## config.mk

```make
export PLATFORM = sky130hd
export DESIGN_NAME = tmr_array
export DESIGN_NICKNAME = d
export VERILOG_FILES = /design/src/rtl/tmr_pkg.sv /design/src/rtl/tmr_ctrl.sv /design/src/rtl/tmr_datapath.sv /design/src/rtl/tmr_array.sv
export SDC_FILE = /design/constraint.sdc
export NUM_CORES = 1
export LEC_CHECK = 0
export BUFFER_PORTS_ARGS = -buffer_cell sky130_fd_sc_hd__buf_2
export CAP_MARGIN = 20
export CORE_MARGIN = 2
export CORE_UTILIZATION = 64
export CTS_BUF_LIST = sky130_fd_sc_hd__clkbuf_4 sky130_fd_sc_hd__clkbuf_8
export CTS_CLUSTER_DIAMETER = 120
export DETAILED_ROUTE_END_ITERATION = 8
export HOLD_SLACK_MARGIN = 0.12
export PLACE_DENSITY = 0.83
export SLEW_MARGIN = 10
export SYNTH_ARGS = -nofsm -noshare
export SYNTH_HDL_FRONTEND = slang
export SYNTH_SLANG_ARGS = --single-unit
```

## constraint.sdc

```tcl
create_clock -name clk -period 2.5 [get_ports clk]
set_input_delay 0.375 -clock clk [delete_from_list [all_inputs] [get_ports clk]]
set_output_delay 0.375 -clock clk [all_outputs]
set_load 0.01 [all_outputs]
```

## src/rtl/tmr_pkg.sv

```systemverilog
package tmr_pkg;
  localparam int CNT_W  = 16;
  localparam int NUM_CH = 4;
  localparam int SEL_W  = 3;
  localparam int PRE_W  = (1 << SEL_W) - 1;
  localparam int ADDR_W = 4;

  localparam logic [ADDR_W-1:0] A_CTRL = 4'd0;
  localparam logic [ADDR_W-1:0] A_MODE = 4'd1;
  localparam logic [ADDR_W-1:0] A_FLAG = 4'd2;
  localparam logic [ADDR_W-1:0] A_MOD  = 4'd3;
  localparam logic [ADDR_W-1:0] A_CH0  = 4'd4;
  localparam logic [ADDR_W-1:0] A_ACC  = 4'd8;
  localparam logic [ADDR_W-1:0] A_CNT  = 4'd9;

  typedef struct packed {
    logic             accPol;
    logic             accGated;
    logic             accEn;
    logic             modEn;
    logic [SEL_W-1:0] psel;
    logic             run;
  } ctrl_t;

  typedef struct packed {
    logic       pwm;
    logic [1:0] sel;
    logic       isCmp;
  } chcfg_t;

  typedef struct packed {
    logic              tick;
    logic              wrCnt;
    logic              wrMod;
    logic              wrAcc;
    logic [NUM_CH-1:0] wrCh;
    logic [NUM_CH:0]   clrFlag;
    logic [NUM_CH-1:0] capHit;
    logic              accInc;
    logic [CNT_W-1:0]  data;
  } strobe_t;
endpackage

```

## src/rtl/tmr_ctrl.sv

```systemverilog
module tmr_ctrl
  import tmr_pkg::*;
(
  input  logic                     clk,
  input  logic                     rstN,
  input  logic                     wrEn,
  input  logic [ADDR_W-1:0]        addr,
  input  logic [CNT_W-1:0]         wrData,
  input  logic [NUM_CH-1:0]        chIn,
  input  logic                     accIn,
  output ctrl_t                    ctrlReg,
  output chcfg_t [NUM_CH-1:0]      modeReg,
  output strobe_t                  stb
);
  logic [PRE_W-1:0]  preCnt;
  logic [PRE_W-1:0]  preMask;
  logic [NUM_CH-1:0] chInPrev;
  logic              accPrev;
  logic              wrCntHit;
  logic              accEdge;

  assign wrCntHit = wrEn && (addr == A_CNT);
  assign preMask  = ~({PRE_W{1'b1}} << ctrlReg.psel);
  assign accEdge  = ctrlReg.accPol ? (accIn & ~accPrev) : (~accIn & accPrev);

  always_ff @(posedge clk or negedge rstN) begin
    if (!rstN) begin
      ctrlReg  <= '0;
      modeReg  <= '0;
      preCnt   <= '0;
      chInPrev <= '0;
      accPrev  <= 1'b0;
    end else begin
      if (wrEn && addr == A_CTRL) ctrlReg <= ctrl_t'(wrData[$bits(ctrl_t)-1:0]);
      if (wrEn && addr == A_MODE) modeReg <= wrData[NUM_CH*4-1:0];
      if (!ctrlReg.run || wrCntHit) preCnt <= '0;
      else                          preCnt <= preCnt + 1'b1;
      chInPrev <= chIn;
      accPrev  <= accIn;
    end
  end

  always_comb begin
    stb         = '0;
    stb.data    = wrData;
    stb.wrCnt   = wrCntHit;
    stb.wrMod   = wrEn && (addr == A_MOD);
    stb.wrAcc   = wrEn && (addr == A_ACC);
    stb.clrFlag = (wrEn && addr == A_FLAG) ? wrData[NUM_CH:0] : '0;
    stb.tick    = ctrlReg.run && !wrCntHit && ((preCnt & preMask) == preMask);
    stb.accInc  = ctrlReg.accEn &&
                  (ctrlReg.accGated ? (stb.tick && (accIn == ctrlReg.accPol)) : accEdge);
    for (int i = 0; i < NUM_CH; i++) begin
      stb.wrCh[i]   = wrEn && (addr == ADDR_W'(int'(A_CH0) + i));
      stb.capHit[i] = !modeReg[i].isCmp &&
                      ((modeReg[i].sel[0] && chIn[i] && !chInPrev[i]) ||
                       (modeReg[i].sel[1] && !chIn[i] && chInPrev[i]));
    end
  end
endmodule

```

## src/rtl/tmr_datapath.sv

```systemverilog
module tmr_datapath
  import tmr_pkg::*;
(
  input  logic                          clk,
  input  logic                          rstN,
  input  strobe_t                       stb,
  input  logic                          modEn,
  input  chcfg_t [NUM_CH-1:0]           modeReg,
  output logic [CNT_W-1:0]              cnt,
  output logic [CNT_W-1:0]              modulo,
  output logic [CNT_W-1:0]              acc,
  output logic [NUM_CH-1:0][CNT_W-1:0]  chReg,
  output logic [NUM_CH-1:0]             chPin,
  output logic [NUM_CH-1:0]             chFlag,
  output logic                          ovfFlag
);
  logic wrapHit;
  logic wrapEv;

  assign wrapHit = modEn ? (cnt == modulo) : (cnt == {CNT_W{1'b1}});
  assign wrapEv  = stb.tick && wrapHit;

  always_ff @(posedge clk or negedge rstN) begin
    if (!rstN) begin
      cnt     <= '0;
      modulo  <= '0;
      acc     <= '0;
      ovfFlag <= 1'b0;
    end else begin
      if (stb.wrCnt)     cnt <= stb.data;
      else if (stb.tick) cnt <= wrapHit ? '0 : cnt + 1'b1;
      if (stb.wrMod)       modulo <= stb.data;
      if (stb.wrAcc)       acc <= stb.data;
      else if (stb.accInc) acc <= acc + 1'b1;
      ovfFlag <= (ovfFlag && !stb.clrFlag[NUM_CH]) || wrapEv;
    end
  end

  for (genvar i = 0; i < NUM_CH; i++) begin : g_ch
    logic             pinQ;
    logic             flagQ;
    logic [CNT_W-1:0] regQ;
    logic             match;

    assign match    = stb.tick && modeReg[i].isCmp && (cnt == regQ);
    assign chPin[i] = pinQ;
    assign chFlag[i] = flagQ;
    assign chReg[i] = regQ;

    always_ff @(posedge clk or negedge rstN) begin
      if (!rstN) begin
        pinQ  <= 1'b0;
        flagQ <= 1'b0;
        regQ  <= '0;
      end else begin
        if (stb.capHit[i])    regQ <= cnt;
        else if (stb.wrCh[i]) regQ <= stb.data;
        flagQ <= (flagQ && !stb.clrFlag[i]) || stb.capHit[i] || match;
        if (modeReg[i].isCmp) begin
          if (modeReg[i].pwm) begin
            if (match)       pinQ <= 1'b0;
            else if (wrapEv) pinQ <= 1'b1;
          end else if (match) begin
            case (modeReg[i].sel)
              2'b01:   pinQ <= 1'b0;
              2'b10:   pinQ <= 1'b1;
              2'b11:   pinQ <= ~pinQ;
              default: pinQ <= pinQ;
            endcase
          end
        end
      end
    end
  end
endmodule

```

## src/rtl/tmr_array.sv

```systemverilog
module tmr_array
  import tmr_pkg::*;
(
  input  logic              clk,
  input  logic              rstN,
  input  logic              wrEn,
  input  logic [3:0]        addr,
  input  logic [15:0]       wrData,
  output logic [15:0]       rdData,
  input  logic [3:0]        chIn,
  input  logic              accIn,
  output logic [3:0]        chPin,
  output logic [3:0]        chFlag,
  output logic              ovfFlag
);
  ctrl_t                         ctrlReg;
  chcfg_t [NUM_CH-1:0]           modeReg;
  strobe_t                       stb;
  logic [CNT_W-1:0]              cnt;
  logic [CNT_W-1:0]              modulo;
  logic [CNT_W-1:0]              acc;
  logic [NUM_CH-1:0][CNT_W-1:0]  chReg;

  tmr_ctrl i_ctrl (
    .clk(clk), .rstN(rstN), .wrEn(wrEn), .addr(addr), .wrData(wrData),
    .chIn(chIn), .accIn(accIn), .ctrlReg(ctrlReg), .modeReg(modeReg), .stb(stb)
  );

  tmr_datapath i_dp (
    .clk(clk), .rstN(rstN), .stb(stb), .modEn(ctrlReg.modEn), .modeReg(modeReg),
    .cnt(cnt), .modulo(modulo), .acc(acc), .chReg(chReg),
    .chPin(chPin), .chFlag(chFlag), .ovfFlag(ovfFlag)
  );

  always_comb begin
    rdData = '0;
    case (addr)
      A_CTRL:  rdData = CNT_W'(ctrlReg);
      A_MODE:  rdData = CNT_W'(modeReg);
      A_FLAG:  rdData = CNT_W'({ovfFlag, chFlag});
      A_MOD:   rdData = modulo;
      A_ACC:   rdData = acc;
      A_CNT:   rdData = cnt;
      default: rdData = '0;
    endcase
    for (int i = 0; i < NUM_CH; i++)
      if (addr == ADDR_W'(int'(A_CH0) + i)) rdData = chReg[i];
  end
endmodule

```

# Word level (Yosys, flattened, before mapping)

Cells that the tools add are included.

Register bits after elaboration: 157
Output and inout port bits: 25
Logic and storage cells: 224

Add/subtract/negate cells: 3
Equality and inequality tests: 29
Shift-type cells: 1
Multiplexer cells: 40
Bitwise gates (word level): 10
Reduce and logical (&&, ||, !) cells: 104

Operators by type and width:

| kind                                                 | count |
|---|---|
| two-way mux 16 bit                                   | 17 |
| case mux 16 bit (6 select lines)                     | 1 |
| equality test 16 bit                                 | 5 |
| logical AND 1 bit                                    | 48 |
| adder 16 x 1 -> 16 bit (second input constant)       | 2 |
| nonzero test 2 bit                                   | 14 |
| logical NOT 1 bit                                    | 19 |
| equality test 16 bit (second input constant)         | 1 |
| equality test 2 bit (second input constant)          | 8 |
| equality test 4 x 3 -> 1 bit (second input constant) | 4 |
| two-way mux 1 bit                                    | 16 |
| AND reduction 4 bit                                  | 4 |
| nonzero test 4 bit                                   | 4 |
| logical OR 1 bit                                     | 14 |
| case mux 1 bit (3 select lines)                      | 4 |
| equality test 2 x 1 -> 1 bit (second input constant) | 4 |
| equality test 4 x 2 -> 1 bit (second input constant) | 2 |
| equality test 4 bit (second input constant)          | 2 |
| adder 7 x 1 -> 7 bit (second input constant)         | 1 |
| bitwise AND 7 bit                                    | 1 |
| equality test 7 bit                                  | 1 |
| two-way mux 7 bit                                    | 1 |
| inverter 7 bit                                       | 1 |
| << shifter 7 x 3 -> 7 bit (first input constant)     | 1 |
| other kinds (6)                                      | 12 |

# Longest topological paths before layout

Depth in word-level cells: 10
Gate-level depth with buffers: 10

# Cells and area by module

Synthesis repeated with hierarchy kept, for this count alone.

Cells, all modules: 1134
Area, all modules: 10570.1 µm²

By module, submodules not included:

| module       | times used | cells an instance | area an instance (µm²) |
|---|---|---|---|
| tmr_datapath | 1          | 775               | 7253.2 |
| tmr_ctrl     | 1          | 155               | 1814.2 |
| tmr_array    | 1          | 204               | 1502.7 |

# Worst setup path before layout

No wires, ideal clock.

Kind: input-to-output
Start point: input addr[2]
End point: output rdData[15]
Data arrival time: 1.989 ns
Required time: 2.125 ns
Path slack: 0.136 ns
Cell stages on the path: 7
Cells stage by stage: buf_4 > or3b_2 > clkbuf_1 > nor2_1 > clkbuf_1 > a222oi_1 > a41oi_1

Word-level cells in the longest chain between the ends: 6
Elaborated cells on any way between the ends: 15
Classes of those cells: eq/ne (9); mux (5); reduce/logical (1)

Ends and longest elaborated chain:

| element                                     | line            | text |
|---|---|---|
| start, declared                             | tmr_array.sv:7  | `input logic [3:0] addr,` |
| equality test 4 bit (tied with other cells) | tmr_array.sv:37 | `case (addr)` |
| case mux 16 bit (6 select lines)            | tmr_array.sv:37 |  |
| two-way mux 16 bit (3 in a row)             | tmr_array.sv:47 | `if (addr == ADDR_W'(int'(A_CH0) + i)) rdData = chReg[i];` |
| two-way mux 16 bit *                        | tmr_array.sv:47 |  |
| end, declared                               | tmr_array.sv:9  | `output logic [15:0] rdData,` |

Mark *: on every way between the ends. The rest lies on a longest branch, timed or not.

# Worst setup path in the final report

Start point: register i_dp.g_ch[2].flagQ
End point: output rdData[2]

Word-level cells in the longest chain between the ends: 5

Ends and longest elaborated chain:

| element                          | line               | text |
|---|---|---|
| start, declared                  | tmr_datapath.sv:41 | `logic flagQ;` |
| start signal, assigned           | tmr_datapath.sv:58 | `flagQ <= (flagQ && !stb.clrFlag[i]) \|\| stb.capHit[i] \|\| match;` |
| case mux 16 bit (6 select lines) | tmr_array.sv:37    |  |
| two-way mux 16 bit (4 in a row)  | tmr_array.sv:47    |  |

Every way passes these cells.

==> flow_results.org <==
** Drt
- Pre-antenna DRT Iters :: 9
- Detailed routing inserted a total of 9,586 vias.
- In the final routed layout, each cell accounts on average for 25.19 um.
- DR DRC count :: 4
- For this block, the initial DRC count from the detailed router was 1,578.
- The detail route stage leaves a number of antenna-violating nets equal to 0.
- Vias per cell :: 7.059
- Overall routed net length :: 34,210 um

** Synthesis
- The cell count after synthesis came out at 1,067.
- Sequential area share after synthesis :: 40.11%
- #FFs+latches synth :: 157
- Of all cell types, the one taking the most synthesized area is sky130_fd_sc_hd__dfrtp_1.
- Yosys mapped a number of flops with a built-in enable equal to 0.
- Average cell area after synthesis :: 9.181 um^2
- Among all flip-flop cells after synthesis, the most frequent one is sky130_fd_sc_hd__dfrtp_1.
- Yosys printed 0 warnings.
- Mapped Area :: 0.009796 mm^2
- In this run, distinct cell masters in the synthesized netlist total 63.
- Fraction of synthesis flops using an asynchronous set or reset pin :: 100.0%
- When the netlist entered floorplanning its net count stood at 1,100.
- Share of Yosys cell area claimed by the top area cell type :: 40.11%
- By area the synthesized netlist is led by sky130_fd_sc_hd__dfrtp_1 40%, sky130_fd_sc_hd__mux2i_1 7.4%, sky130_fd_sc_hd__xnor2_1 6.3%.

** Global routing
- The via count of the first global-routing pass came to 9,073.
- Entering global routing, the biggest net connects 62 pins.
- After global routing the overflow that remains totals 0.
- In the global route stage, met2 resource usage came out at 63.29%.
- Global routing used 42.28% of the available tracks across all layers.
- For this run, global-route usage on met1 was measured as 54.23%.
- Wire length of the first global-routing pass :: 51,940 um
- In this run the most used layer during global routing was met2.
- Met3 track utilization from global routing :: 13.48%
- The number of antenna violations at the first check in global routing was 0.

** Job
- Max-cap violations in this run came to 0.

** CTS
- Clock latency at the later pin of the worst-skew pair :: 500 ps
- After clock tree synthesis, the clock-pin slew on the worst setup and hold paths is 80 ps.
- The H-tree generated during clock tree synthesis spans 4 levels.
- CTS placed an instance of sky130_fd_sc_hd__clkbuf_8 at the clock tree root.
- Number of buffers inserted during clock tree synthesis :: 17
- TritonCTS built the clock tree.
- TritonCTS Sinks :: 157
- Clock buffer depth :: 2

** Worst setup path
- STA classifies the critical path startpoint as a flop.
- Reg-to-reg slack, setup :: 90 ps
- Top delay family on crit path :: compound AO/OA/AOI/OAI gates
- Crit path cell chain :: mux2i_1, nor2_1, a221oi_2, buf_4, nand3_4, a221o_1, buf_2
- Timing startpoint of the critical path :: i_dp.g_ch[2].flagQ
- Type of destination of the critical path :: output pin
- In this run the worst path has a maximum fanout of 2.
- For the worst flop-to-flop path, the logic depth is 8.
- Critical Path Slowest Stage Cell :: sky130_fd_sc_hd__dfrtp_1
- In this run the critical register-to-register path is launched from i_dp.cnt[6].
- Critical Path Max Stage Delay :: 440 ps
- STA puts the critical path data required time at 2120 ps.
- Arrival time of the worst setup path :: 2200 ps
- Startpoint-to-endpoint class of the critical path :: reg -> out
- The endpoint identified for the worst register-to-register timing path is i_dp.cnt[2].
- Total buffers and inverters traversed by the critical path :: 2

** Pwr
- Psw :: 4627 uW
- Reg power frac :: 41.3%
- Net switching is 40.83% of the power.
- Leakage power :: 0.005103 uW
- Per report_power, the combinational group accounts for 39.2% of the total.
- Total design power :: 11,330 uW
- Cell internal power was estimated by the tool at 6705 uW.
- Clock group share of total power :: 19.5%
- Power per standard cell area :: 982.5 mW/mm^2
- Across the VDD grid, the largest voltage drop is 0.6220 mV.

** Floorplanning
- The floorplan step set the die height to 127.7 um.
- Io pins :: 53
- Area of the die :: 0.01631 mm^2
- The initial utilization of the core area, before any placement, comes to 64.92%.
- The initialized floorplan defines 45 standard-cell rows.
- The floorplan step defined a core boundary enclosing 0.01509 mm^2.
- Measured along the x axis, the die boundary spans 127.7 um.

** Placement
- Input and output buffers added on the ports amount to 52.
- Final weighted congestion of routability-driven global placement :: 0.9840
- Instance count after placement with tap cells included :: 1,303
- After legalization and detailed placement, the total HPWL measured 23,770 um.
- Timing analysis after detailed placement gives a worst setup slack of -23.19 ps.

** STA
- Final TNS setup :: -119.3 ps
- Final Cycle Share :: 103.2%
- After layout, the worst setup slack is -79.62 ps.
- The routed design could run at a clock period as short as 2580 ps.
- The tightest hold path in the finished design has a slack of 273.1 ps.
- Total setup violations reported at the end of the flow :: 3
- Measured against its own limit, the worst slew margin works out to 61.49%.
- Max Clk Rate :: 0.3877 GHz
- Slew of the pin with the lowest slew margin :: 569.6 ps
- Setup repair after global routing could not meet its margin everywhere.
- Max-slew violation count :: 0
- Setup Skew :: 18.31 ps
- The number of hold violations in the final report came to 0.

** Final layout
- Diode insertion count for antenna repair :: 0
- Number of non-filler instances in the completed layout :: 1,358
- The post-route netlist has 24.02% of its cells at a drive strength greater than 1.
- For this run, the post-layout net count is 1,190.
- Fill count :: 1,039
- Sequential cell area in the final layout :: 0.003939 mm^2
- The library cell used most frequently in the layout, excluding fill and tap cells, is sky130_fd_sc_hd__dfrtp_1.
- Summing all multi-input logic gate instances after layout gives 0.005563 mm^2.
- Leading cell types in the layout, fill and taps excluded :: 149 x sky130_fd_sc_hd__dfrtp_1, 133 x sky130_fd_sc_hd__nand2_1, 99 x sky130_fd_sc_hd__buf_4
- Area added between synthesis and finish :: 17.74%

** Worst hold path
- Worst min path class :: in -> reg
- Along the worst hold path, the cell count comes to 3.
- Hold Path Sink :: i_dp.cnt[7]
- Hold path startpoint :: wrData[7]

** Status
- Violations in the final reports :: DRC, setup timing
- Run status :: finished, violations left
## state kept, by name (all words and copies together), names as in the netlist, 4 cells and up
register	count
i_dp.g_ch.regQ	64
i_ctrl.modeReg	16
i_dp.acc	16
i_dp.cnt	16
i_dp.modulo	16
i_ctrl.ctrlReg	8
i_ctrl.preCnt	7
i_ctrl.chInPrev	4
i_dp.g_ch.flagQ	4
i_dp.g_ch.pinQ	4
## timing repair
item / in CTS / in global routing
endpoints found under the hold margin: 58 / 0
buffers inserted: 7 / 11
hold buffers: 6 / 0
setup endpoints to repair: 10 / 24
resized for setup: 7 / 40
pin swaps: 2 / 14
## power by group through the flow
stage	Combinational [uW]	Sequential (uW)	Clock, uW
floorplan	2890	4120	0
global placement	3830	4630	0
detailed placement	3960	4680	0
CTS	4130	4600	2190
global route	4740	4760	2310
finish	4440	4680	2210
## per-layer routing
metal / vias up / wire length [um]
li1: 4066 / -
met1: 4577 / 12250
met2: 763 / 15080
met3: 180 / 4674
met4: 0 / 2206
met5: - / 0
## worst max-delay path by stage
| stage | to | slack, ps | depth (start not counted) |
|---|---|---|---|
| floorplan | rdData[15] | 140 | 7 |
| global placement | i_dp.cnt[2] | 50 | 7 |
| detailed placement | i_dp.g_ch[1].pinQ | -20 | 8 |
| CTS | rdData[5] | -60 | 7 |
| global route | rdData[2] | -100 | 7 |
| finish | rdData[2] | -80 | 7 |
## metrics by stage
step	instance area (um^2)	utilization, %
global placement	10680	70.75
finish	11530	76.43
global route	11530	76.43
CTS	11280	74.74
detailed placement	10680	70.75
floorplan	9796	-
## synthesized netlist by cell type, drive strengths merged, types with 27 or more instances
library cell	instances
a21oi	28
nor2	65
clkbuf	60
nand4	27
mux2i	72
xnor2	70
mux2	46
nand3	30
buf	37
dfrtp	157
nand2	135
o21ai	86
## layout make-up
type | instances | area share (%)
multi-input combinational | 794 | 48.23
sequential | 157 | 34.15
timing repair buffer | 168 | 11.01
clock buffer | 23 | 2.582
tap | 188 | 2.039
clock inverter | 9 | 1.367
inverter | 19 | 0.6184
## worst min-delay path, stage by stage
cell,delay [ps]
sky130_fd_sc_hd__buf_2,190
sky130_fd_sc_hd__nand2_1,80
sky130_fd_sc_hd__o21ai_0,70
## kinds of logic (layout without fill, tap and decap cells)
| logic type | after synthesis | after routing | share of synthesized area, % |
|---|---|---|---|
| AND/OR/NAND/NOR | 351 | 351 | 18.06 |
| buffers and inverters | 116 | 219 | 5.084 |
| adder cells (fa/ha/maj) | 5 | 5 | 0.6387 |
| XOR/XNOR | 84 | 84 | 7.511 |
| flip-flops | 157 | 157 | 40.11 |
| AO/OA/AOI/OAI | 236 | 236 | 15.95 |
| multiplexers | 118 | 118 | 12.65 |
Power figures use the tool's default switching activity.
